## src/rtl/mac_pkg.sv

```systemverilog
package mac_pkg;
  localparam int MAC_W     = 64;
  localparam int MAC_HALF  = MAC_W / 2;
  localparam int MAC_SHORT = 16;
  localparam int REG_IDX_W = 5;

  typedef struct packed {
    logic                 legal;
    logic                 acc;
    logic                 sub;
    logic                 uns;
    logic                 sat;
    logic                 shrt;
    logic                 dbl;
    logic                 hisel;
    logic [REG_IDX_W-1:0] dest;
  } mac_ctrl_t;
endpackage

```

## src/rtl/mac_decode.sv

```systemverilog
module mac_decode
  import mac_pkg::*;
(
  input  logic [31:0]          instr,
  output mac_ctrl_t            ctrl,
  output logic [REG_IDX_W-1:0] src_a,
  output logic [REG_IDX_W-1:0] src_b
);
  logic prim_ok;
  logic form_acc;
  logic form_plain;

  assign prim_ok    = (instr[31:26] == 6'b000000);
  assign form_acc   = prim_ok && (instr[8:7] == 2'b00) && (instr[5:1] == 5'b10100);
  assign form_plain = prim_ok && !instr[10] && instr[6] && (instr[5:1] == 5'b01100);

  assign src_a = instr[25:21];
  assign src_b = instr[20:16];

  always_comb begin
    ctrl       = '0;
    ctrl.dest  = instr[15:11];
    ctrl.hisel = instr[9];
    if (form_acc) begin
      ctrl.legal = 1'b1;
      ctrl.acc   = 1'b1;
      ctrl.sub   = 1'b0;
      ctrl.uns   = instr[6];
      ctrl.sat   = instr[10];
      ctrl.shrt  = instr[10];
      ctrl.dbl   = instr[0];
    end else if (form_plain) begin
      ctrl.legal = 1'b1;
      ctrl.acc   = instr[8];
      ctrl.sub   = instr[7];
      ctrl.uns   = instr[0];
      ctrl.sat   = 1'b0;
      ctrl.shrt  = 1'b0;
      ctrl.dbl   = 1'b0;
    end
  end
endmodule

```

## src/rtl/mac_opcheck.sv

```systemverilog
module mac_opcheck #(
  parameter int W     = mac_pkg::MAC_W,
  parameter int HALF  = mac_pkg::MAC_HALF,
  parameter int SHORT = mac_pkg::MAC_SHORT
) (
  input  logic [W-1:0] op_a,
  input  logic [W-1:0] op_b,
  input  logic         shrt,
  input  logic         uns,
  output logic         bad
);
  localparam int NOPS = 2;

  logic [W-1:0]    ops  [NOPS];
  logic [NOPS-1:0] fail;

  assign ops[0] = op_a;
  assign ops[1] = op_b;

  for (genvar g = 0; g < NOPS; g++) begin : g_op
    logic [W-1:0] canon;
    always_comb begin
      if (!shrt)
        canon = {{(W-HALF){ops[g][HALF-1]}}, ops[g][HALF-1:0]};
      else if (uns)
        canon = {{(W-SHORT){1'b0}}, ops[g][SHORT-1:0]};
      else
        canon = {{(W-SHORT){ops[g][SHORT-1]}}, ops[g][SHORT-1:0]};
    end
    assign fail[g] = (canon != ops[g]);
  end

  assign bad = |fail;
endmodule

```

## src/rtl/mac_arith.sv

```systemverilog
module mac_arith #(
  parameter int W    = mac_pkg::MAC_W,
  parameter int HALF = mac_pkg::MAC_HALF
) (
  input  logic            acc,
  input  logic            sub,
  input  logic            uns,
  input  logic            sat,
  input  logic            dbl,
  input  logic            hisel,
  input  logic [HALF-1:0] a_lo,
  input  logic [HALF-1:0] b_lo,
  input  logic [W-1:0]    hi,
  input  logic [W-1:0]    lo,
  output logic [W-1:0]    hi_n,
  output logic [W-1:0]    lo_n,
  output logic [W-1:0]    ret_val
);
  localparam logic [W-1:0] SMAX = {{(W-HALF+1){1'b0}}, {(HALF-1){1'b1}}};
  localparam logic [W-1:0] SMIN = {{(W-HALF+1){1'b1}}, {(HALF-1){1'b0}}};

  logic [W-1:0] lhs;
  logic [W-1:0] ea;
  logic [W-1:0] eb;
  logic [W-1:0] prod;
  logic [W-1:0] raw;
  logic [W-1:0] res;
  logic         s_ovf;
  logic         u_ovf;

  always_comb begin
    if (!acc)     lhs = '0;
    else if (dbl) lhs = lo;
    else          lhs = {hi[HALF-1:0], lo[HALF-1:0]};
  end

  assign ea   = uns ? {{(W-HALF){1'b0}}, a_lo} : {{(W-HALF){a_lo[HALF-1]}}, a_lo};
  assign eb   = uns ? {{(W-HALF){1'b0}}, b_lo} : {{(W-HALF){b_lo[HALF-1]}}, b_lo};
  assign prod = ea * eb;
  assign raw  = sub ? (lhs - prod) : (lhs + prod);

  assign s_ovf = (raw != {{(W-HALF){raw[HALF-1]}}, raw[HALF-1:0]});
  assign u_ovf = |raw[W-1:HALF];

  always_comb begin
    res = raw;
    if (sat) begin
      if (!uns && s_ovf)     res = raw[W-1] ? SMIN : SMAX;
      else if (uns && u_ovf) res = '1;
    end
  end

  always_comb begin
    if (dbl) begin
      lo_n = res;
      hi_n = hi;
    end else begin
      lo_n = {{(W-HALF){res[HALF-1]}}, res[HALF-1:0]};
      hi_n = {{(W-HALF){res[W-1]}}, res[W-1:HALF]};
    end
    ret_val = hisel ? hi_n : lo_n;
  end
endmodule

```

## src/rtl/mac_unit.sv

```systemverilog
module mac_unit
  import mac_pkg::*;
(
  input  logic                 clk,
  input  logic                 rst_n,
  input  logic                 in_valid,
  output logic                 in_ready,
  input  logic [31:0]          instr,
  input  logic [MAC_W-1:0]     op_a,
  input  logic [MAC_W-1:0]     op_b,
  output logic [REG_IDX_W-1:0] src_a_idx,
  output logic [REG_IDX_W-1:0] src_b_idx,
  output logic                 out_valid,
  input  logic                 out_ready,
  output logic                 wr_en,
  output logic [REG_IDX_W-1:0] wr_idx,
  output logic [MAC_W-1:0]     wr_data,
  output logic                 err_operand,
  output logic                 err_illegal,
  output logic [MAC_W-1:0]     acc_hi,
  output logic [MAC_W-1:0]     acc_lo
);
  logic [1:0]           rst_sync;
  logic                 rst_n_s;
  mac_ctrl_t            ctrl;
  logic                 bad;
  logic [MAC_W-1:0]     hi_n, lo_n, ret_val;
  logic                 accept, commit;

  logic [MAC_W-1:0]     hi_q, hi_d, lo_q, lo_d;
  logic                 vld_q, vld_d;
  logic                 wen_q, wen_d;
  logic [REG_IDX_W-1:0] idx_q, idx_d;
  logic [MAC_W-1:0]     dat_q, dat_d;
  logic                 eop_q, eop_d, eil_q, eil_d;

  always_ff @(posedge clk or negedge rst_n) begin
    if (!rst_n) rst_sync <= 2'b00;
    else        rst_sync <= {rst_sync[0], 1'b1};
  end
  assign rst_n_s = rst_sync[1];

  mac_decode u_dec (
    .instr (instr),
    .ctrl  (ctrl),
    .src_a (src_a_idx),
    .src_b (src_b_idx)
  );

  mac_opcheck #(.W(MAC_W), .HALF(MAC_HALF), .SHORT(MAC_SHORT)) u_chk (
    .op_a (op_a),
    .op_b (op_b),
    .shrt (ctrl.shrt),
    .uns  (ctrl.uns),
    .bad  (bad)
  );

  mac_arith #(.W(MAC_W), .HALF(MAC_HALF)) u_alu (
    .acc     (ctrl.acc),
    .sub     (ctrl.sub),
    .uns     (ctrl.uns),
    .sat     (ctrl.sat),
    .dbl     (ctrl.dbl),
    .hisel   (ctrl.hisel),
    .a_lo    (op_a[MAC_HALF-1:0]),
    .b_lo    (op_b[MAC_HALF-1:0]),
    .hi      (hi_q),
    .lo      (lo_q),
    .hi_n    (hi_n),
    .lo_n    (lo_n),
    .ret_val (ret_val)
  );

  assign in_ready = !vld_q || out_ready;
  assign accept   = in_valid && in_ready;
  assign commit   = accept && ctrl.legal && !bad;

  always_comb begin
    hi_d  = hi_q;
    lo_d  = lo_q;
    vld_d = vld_q;
    wen_d = wen_q;
    idx_d = idx_q;
    dat_d = dat_q;
    eop_d = eop_q;
    eil_d = eil_q;
    if (commit) begin
      hi_d = hi_n;
      lo_d = lo_n;
    end
    if (accept) begin
      vld_d = 1'b1;
      wen_d = commit && (ctrl.dest != '0);
      idx_d = ctrl.dest;
      dat_d = ret_val;
      eop_d = ctrl.legal && bad;
      eil_d = !ctrl.legal;
    end else if (out_ready) begin
      vld_d = 1'b0;
    end
  end

  always_ff @(posedge clk or negedge rst_n_s) begin
    if (!rst_n_s) begin
      hi_q  <= '0;
      lo_q  <= '0;
      vld_q <= 1'b0;
      wen_q <= 1'b0;
      idx_q <= '0;
      dat_q <= '0;
      eop_q <= 1'b0;
      eil_q <= 1'b0;
    end else begin
      hi_q  <= hi_d;
      lo_q  <= lo_d;
      vld_q <= vld_d;
      wen_q <= wen_d;
      idx_q <= idx_d;
      dat_q <= dat_d;
      eop_q <= eop_d;
      eil_q <= eil_d;
    end
  end

  assign out_valid   = vld_q;
  assign wr_en       = wen_q;
  assign wr_idx      = idx_q;
  assign wr_data     = dat_q;
  assign err_operand = eop_q;
  assign err_illegal = eil_q;
  assign acc_hi      = hi_q;
  assign acc_lo      = lo_q;

  assert_hold_R2: assert property (@(posedge clk) disable iff (!rst_n_s)
    (vld_q && !out_ready) |=> (vld_q && $stable(dat_q) && $stable(hi_q) && $stable(lo_q)));

  assert_illegal_keep_R5: assert property (@(posedge clk) disable iff (!rst_n_s)
    (accept && !ctrl.legal) |=> ($stable(hi_q) && $stable(lo_q) && eil_q && !wen_q));

  assert_bad_keep_R6: assert property (@(posedge clk) disable iff (!rst_n_s)
    (accept && ctrl.legal && bad) |=> ($stable(hi_q) && $stable(lo_q) && eop_q && !wen_q));

  assert_ssat_range_R9: assert property (@(posedge clk) disable iff (!rst_n_s)
    (commit && ctrl.sat && !ctrl.uns) |=> (lo_q == {{(MAC_W-MAC_HALF){lo_q[MAC_HALF-1]}}, lo_q[MAC_HALF-1:0]}));

  assert_usat_range_R10: assert property (@(posedge clk) disable iff (!rst_n_s)
    (commit && ctrl.sat && ctrl.uns && ctrl.dbl) |=> ((lo_q[MAC_W-1:MAC_HALF] == '0) || (lo_q == '1)));

  assert_dbl_hi_R11: assert property (@(posedge clk) disable iff (!rst_n_s)
    (commit && ctrl.dbl) |=> $stable(hi_q));

  assert_wr_idx_R12: assert property (@(posedge clk) disable iff (!rst_n_s)
    wen_q |-> (idx_q != '0));
endmodule

```

## config.mk

```make
export PLATFORM = sky130hd
export DESIGN_NAME = mac_unit
export DESIGN_NICKNAME = d
export VERILOG_FILES = /design/src/rtl/mac_pkg.sv /design/src/rtl/mac_decode.sv /design/src/rtl/mac_opcheck.sv /design/src/rtl/mac_arith.sv /design/src/rtl/mac_unit.sv
export SDC_FILE = /design/constraint.sdc
export NUM_CORES = 2
export LEC_CHECK = 0
export BUFFER_PORTS_ARGS = -buffer_cell sky130_fd_sc_hd__buf_2
export CAP_MARGIN = 40
export CORE_ASPECT_RATIO = 1.75
export CORE_MARGIN = 2
export CORE_UTILIZATION = 50
export CTS_CLUSTER_SIZE = 40
export DETAILED_ROUTE_END_ITERATION = 6
export PLACE_DENSITY = 0.78
export SETUP_SLACK_MARGIN = 0.1
export SYNTH_ARGS = -nofsm -noshare
export SYNTH_HDL_FRONTEND = slang
export SYNTH_HIERARCHICAL = 1
export SYNTH_SLANG_ARGS = --single-unit
```

## constraint.sdc

```tcl
create_clock -name clk -period 6.64 [get_ports clk]
set_input_delay 0.332 -clock clk [delete_from_list [all_inputs] [get_ports clk]]
set_output_delay 0.332 -clock clk [all_outputs]
set_load 0.03 [all_outputs]
```

### Word-level counts from Yosys, hierarchy flattened

Index checks and enable logic that the tools add are counted.

* register bits after elaboration: 203
* input bits: 164
* word-level logic and storage cells: 61

* add/subtract/negate cells: 2
* mux-type cells: 20
* reductions and logical operators: 24
* equal/unequal tests: 5
* $mul: 1

Operator list (number)
* 64-bit two-way mux: 16
* 64-bit inequality test: 2
* 64-bit adder: 1
* 64-bit by 64-bit multiplier with 64-bit output: 1
* 64-bit subtractor: 1
* 32-bit inequality test: 1
* 32-bit OR reduction: 1
* 7-bit two-way mux: 2
* 1-bit logical AND: 12
* 6-bit logical NOT: 1
* 5-bit by 4-bit equality test with 1-bit output (second input constant): 1
* 5-bit equality test (second input constant): 1
* 1-bit logical NOT: 5
* 5-bit nonzero test: 1
* 2-bit logical NOT: 1
* 1-bit two-way mux: 2
* 2-bit nonzero test: 1
* 2-bit OR reduction: 1
* 1-bit logical OR: 1

### Logic depth before layout (Yosys ltp)

* word-level depth: 17
* mapped depth: 62
* mapped depth without buffers: 56

### By module

Netlist, hierarchy kept.

Modules (own cells, without submodules)
* mac_arith: instances 1, cells each 6232, sequential area each 0.0 sq um, area each 56022.5 sq um
* mac_unit: instances 1, cells each 433, sequential area each 5079.9 sq um, area each 7586.0 sq um
* mac_opcheck: instances 1, cells each 77, sequential area each 0.0 sq um, area each 499.2 sq um
* mac_decode: instances 1, cells each 34, sequential area each 0.0 sq um, area each 251.5 sq um

### Worst setup path after synthesis

Ideal clock, no wire load.

* path type: input port to flip-flop
* start point: input instr[8]
* end point: register dat_q[60], in the netlist wr_data[60]
* arrival: 13.685 ns
* slack: -7.170 ns
* setup time: 0.125 ns
* data required time: 6.515 ns
* stages: 55
* buffers on the path: 5
* path through: nor4b_4 > a22oi_2 > nor2_2 > nor2b_1 > clkbuf_1 > nand2_1 > inv_1 > fa_1 > inv_1 > fa_1 > inv_1 > fa_1 > inv_1 > fa_1 > fa_1 > fa_1 > fa_1 > fa_1 > (+19 left out) > and3_1 > nand2_1 > o221ai_1 > a21o_1 > o211a_1 > o21a_1 > o311a_1 > or4_1 > or4b_1 > or4_4 > nand2_1 > and3_1 > buf_4 > nand2b_4 > buf_8 > o21ai_2 > mux2_2 > mux2_2

RTL lines
* start, declared: line mac_unit.sv:8 `input logic [31:0] instr,`
* end signal, assigned: line mac_unit.sv:119 `dat_q <= dat_d;`
* end, declared: line mac_unit.sv:34 `logic [MAC_W-1:0] dat_q, dat_d;`

==> results.md <==
- Status: complete, but fails checks
- Failing checks: setup timing
- Peak Freq: 73.2 MHz
- First DRT Iteration DRCs: 3874
- Post-Syn Nets: 8740
- Clk slew on worst S/H paths: 0.07 ns
- Vias per cell: 5.76
- DR vias: 56.7k
- Worst Min Path Start: instr[12]
- Post-route setup slack: -7.02 ns
- Worst skew pair latency: 0.51 ns
- CP arrival: 14.10 ns
- Core box area: 128000 um2
- Worst r2r src: acc_lo[0]
- Hold endpoint: wr_idx[1]
- Starting Density: 0.503
- Die Y: 479 um
- Worst EP required: 7.08 ns
- Chip Width: 275 um
- RSZ-0062 raised after global routing: true
- Worst r2r path cells: 21
- Most used cell, CP: fa_1
- Startpoint types: input port
- DR pass1 iterations: 7
- Synth-to-Final Area Change: 25.1%
- Initial antenna violation count: 11
- CTS Root Cell: clkbuf_16
- Cell area after synthesis: 64400 um2
- Final cell utilization of the core: 0.629
- H-Tree Depth: 1
- MaxCap Viol Count: 0
- Post-Synthesis Cells: 6776
- Final Max Slew Viols: 0
- Seq/Total Area, Yosys: 0.0789
- Post-synth ARST share: 1.00
- CTS tree: done
- CP startpoint: instr[7]
- Final hold violations: 0
- Reg-to-Reg End: wr_data[1]
- Hold crit path type: in -> reg
- Syn Area/Cell: 9.50 um2
- Finish-stage setup viols: 192
- CP Max Fanout: 9
- Final Instance Count excl. Fillers: 9850
- Total I/O pin count: 376
- Hold depth: 2
- Final Wtd Congestion: 1.05
- GRT Overall Usage: 0.357
- CTS Buffer Depth: 3
- Layout cell share with drive strength beyond 1: 0.290
- Slowest CP cell: o31ai_1
- Yosys cell types: 102
- Placed Cells: 9738
- Crit path capture type: flop
- Worst-Margin Slew: 1.09 ns
- Final TNS setup: -1255.85 ns
- Total Wirelength: 236 mm
- Avg WL per Cell: 23.9 um
- Post-DP HPWL: 195 mm
- Worst hold slack: 0.0843 ns
- Detailed-route DRC error count: 0
- Worst Setup Path Type: in -> reg
- CTS Sinks: 203
- Final ANT Viol Nets: 0
- Largest net degree at the start of global routing: 167
- Worst Clk Skew: 0.0149 ns
- Final #Nets: 10.1k
- Row Count: 174
- Post-synth top flop: dfrtp_1
- Global-route wire length before repair: 354 mm
- R2r setup slk: 0.17 ns
- Port Buf Inserts: 355
- GR Overflow Total: 0
- Relative slew slack: 0.265
- Minimum clock period: 13.66 ns
- Post-synth EDFFs: 0
- Vias in the first global route: 63.6k
- YS warnings: 6
- Seq cells post-synth: 203
- Tcrit/Tclk final: 2.06
- Max incr delay on CP: 0.90 ns
- Die area: 132000 um2
- Number of buffers created by CTS: 16
-- critical path: cells and delay by family --
kind	cells	cell delay (ns)
multiplexers	1	0.16
XOR/XNOR	3	0.51
buffers and inverters	17	2.04
AO/OA/AOI/OAI	16	3.22
adder cells (fa/ha/maj)	12	5.73
AND/OR/NAND/NOR	11	2.04
-- registers in the layout, indices dropped and copies added, names as in the netlist --
name         flops
out_valid        1
acc_lo          64
wr_en            1
wr_idx           5
wr_data         64
acc_hi          64
rst_sync         2
err_illegal      1
err_operand      1
-- how the worst max path moves through the flow --
stage,end,slack [ns],depth (start not counted)
after floorplan,wr_data[41],-6.37,52
after global placement,wr_data[1],-7.52,56
after detailed placement,wr_data[1],-7.67,56
after CTS,wr_data[3],-6.54,55
after global routing,wr_data[9],-7.50,62
final,wr_data[9],-7.02,60
-- repair_timing --
action | 4_1_cts | 5_1_grt
cloned | 7 | 3
resized for setup | 225 | 229
endpoints found under the setup margin | 192 | 192
setup buffers | 34 | 34
hold buffers | 1 | 0
endpoints found under the hold margin | 2 | 0
pin swaps | 78 | 99
-- cells in the mapped netlist, types with 16 or more instances --
| cell type | instances | area share |
|---|---|---|
| nor2b_1 | 52 | 0.0051 |
| o21ai_0 | 134 | 0.010 |
| o21a_1 | 35 | 0.0041 |
| ha_1 | 358 | 0.070 |
| a21oi_1 | 225 | 0.017 |
| inv_1 | 1179 | 0.069 |
| mux2_2 | 212 | 0.037 |
| o31ai_1 | 38 | 0.0044 |
| nor4_1 | 47 | 0.0046 |
| nand2_1 | 744 | 0.043 |
| a31oi_1 | 30 | 0.0029 |
| o21ai_1 | 24 | 0.0019 |
| nand2b_1 | 20 | 0.0019 |
| a211oi_1 | 22 | 0.0026 |
| nor3_1 | 49 | 0.0038 |
| o211ai_1 | 18 | 0.0021 |
| a21o_1 | 56 | 0.0065 |
| nand3_1 | 27 | 0.0021 |
| and3_1 | 34 | 0.0033 |
| buf_2 | 28 | 0.0022 |
| o21ai_2 | 21 | 0.0029 |
| mux2i_1 | 42 | 0.0065 |
| clkbuf_1 | 296 | 0.017 |
| fa_1 | 1442 | 0.45 |
| o21bai_1 | 16 | 0.0019 |
| and2_1 | 601 | 0.058 |
| nor2_1 | 247 | 0.014 |
| xnor2_1 | 143 | 0.019 |
| nand4_1 | 90 | 0.0087 |
| buf_4 | 22 | 0.0026 |
| dfrtp_1 | 203 | 0.079 |
| xor2_1 | 68 | 0.0093 |
-- area by class of cell --
| cell class | instances | area, um2 |
|---|---|---|
| Sequential cell | 203 | 5080 |
| Fill cell | 9973 | 47500 |
| Clock buffer | 26 | 489 |
| Timing Repair Buffer | 1740 | 13100 |
| Tap cell | 1672 | 2090 |
| Multi-Input combinational cell | 5020 | 55200 |
| Inverter | 1181 | 4450 |
| Antenna cell | 8 | 20.0 |
-- layout by cell type, fill, tap and decap left out, types with 99 or more instances in the layout --
cell | synthesis | routed
dfrtp_1 | 203 | 202
mux2_2 | 212 | 176
buf_2 | 28 | 347
o21ai_0 | 134 | 99
xnor2_1 | 143 | 140
buf_4 | 22 | 1290
ha_1 | 358 | 339
inv_1 | 1179 | 1159
nand2_1 | 744 | 720
fa_1 | 1442 | 1402
and2_1 | 601 | 598
nor2_1 | 247 | 207
a21oi_1 | 225 | 189
-- through the flow --
stage          setup slack (ns)  area [um2]
4_1_cts                   -6.54       79200
6_report                  -7.02       80500
5_1_grt                   -7.50       80500
2_1_floorplan             -6.37       64800
3_3_place_gp              -7.52       77200
3_5_place_dp              -7.67       77300
-- kinds of logic (layout without fill, tap and decap cells) --
| group | Yosys count | in the layout | synth area share |
|---|---|---|---|
| adders and majority gates | 1800 | 1800 | 0.518 |
| buffers and inverters | 1553 | 2947 | 0.0945 |
| other | 1 | 9 | 0.0000583 |
| xor gates and xnor gates | 212 | 212 | 0.0290 |
| and+or+nand+nor | 1987 | 1987 | 0.156 |
| muxes | 264 | 264 | 0.0460 |
| DFF | 203 | 203 | 0.0789 |
| AOI/OAI and AO/OA | 756 | 756 | 0.0774 |
-- per-layer routing --
metal	GRT usage	vias up	share of wire
met5	0	-	0.00062
met4	0.351	8	0.13
met3	0.0707	1417	0.074
met2	0.633	2999	0.50
met1	0.332	28400	0.30
li1	-	23900	-
Power is not shown: default switching activity piles up to over one toggle a cycle in this logic, so the estimate is an artifact.
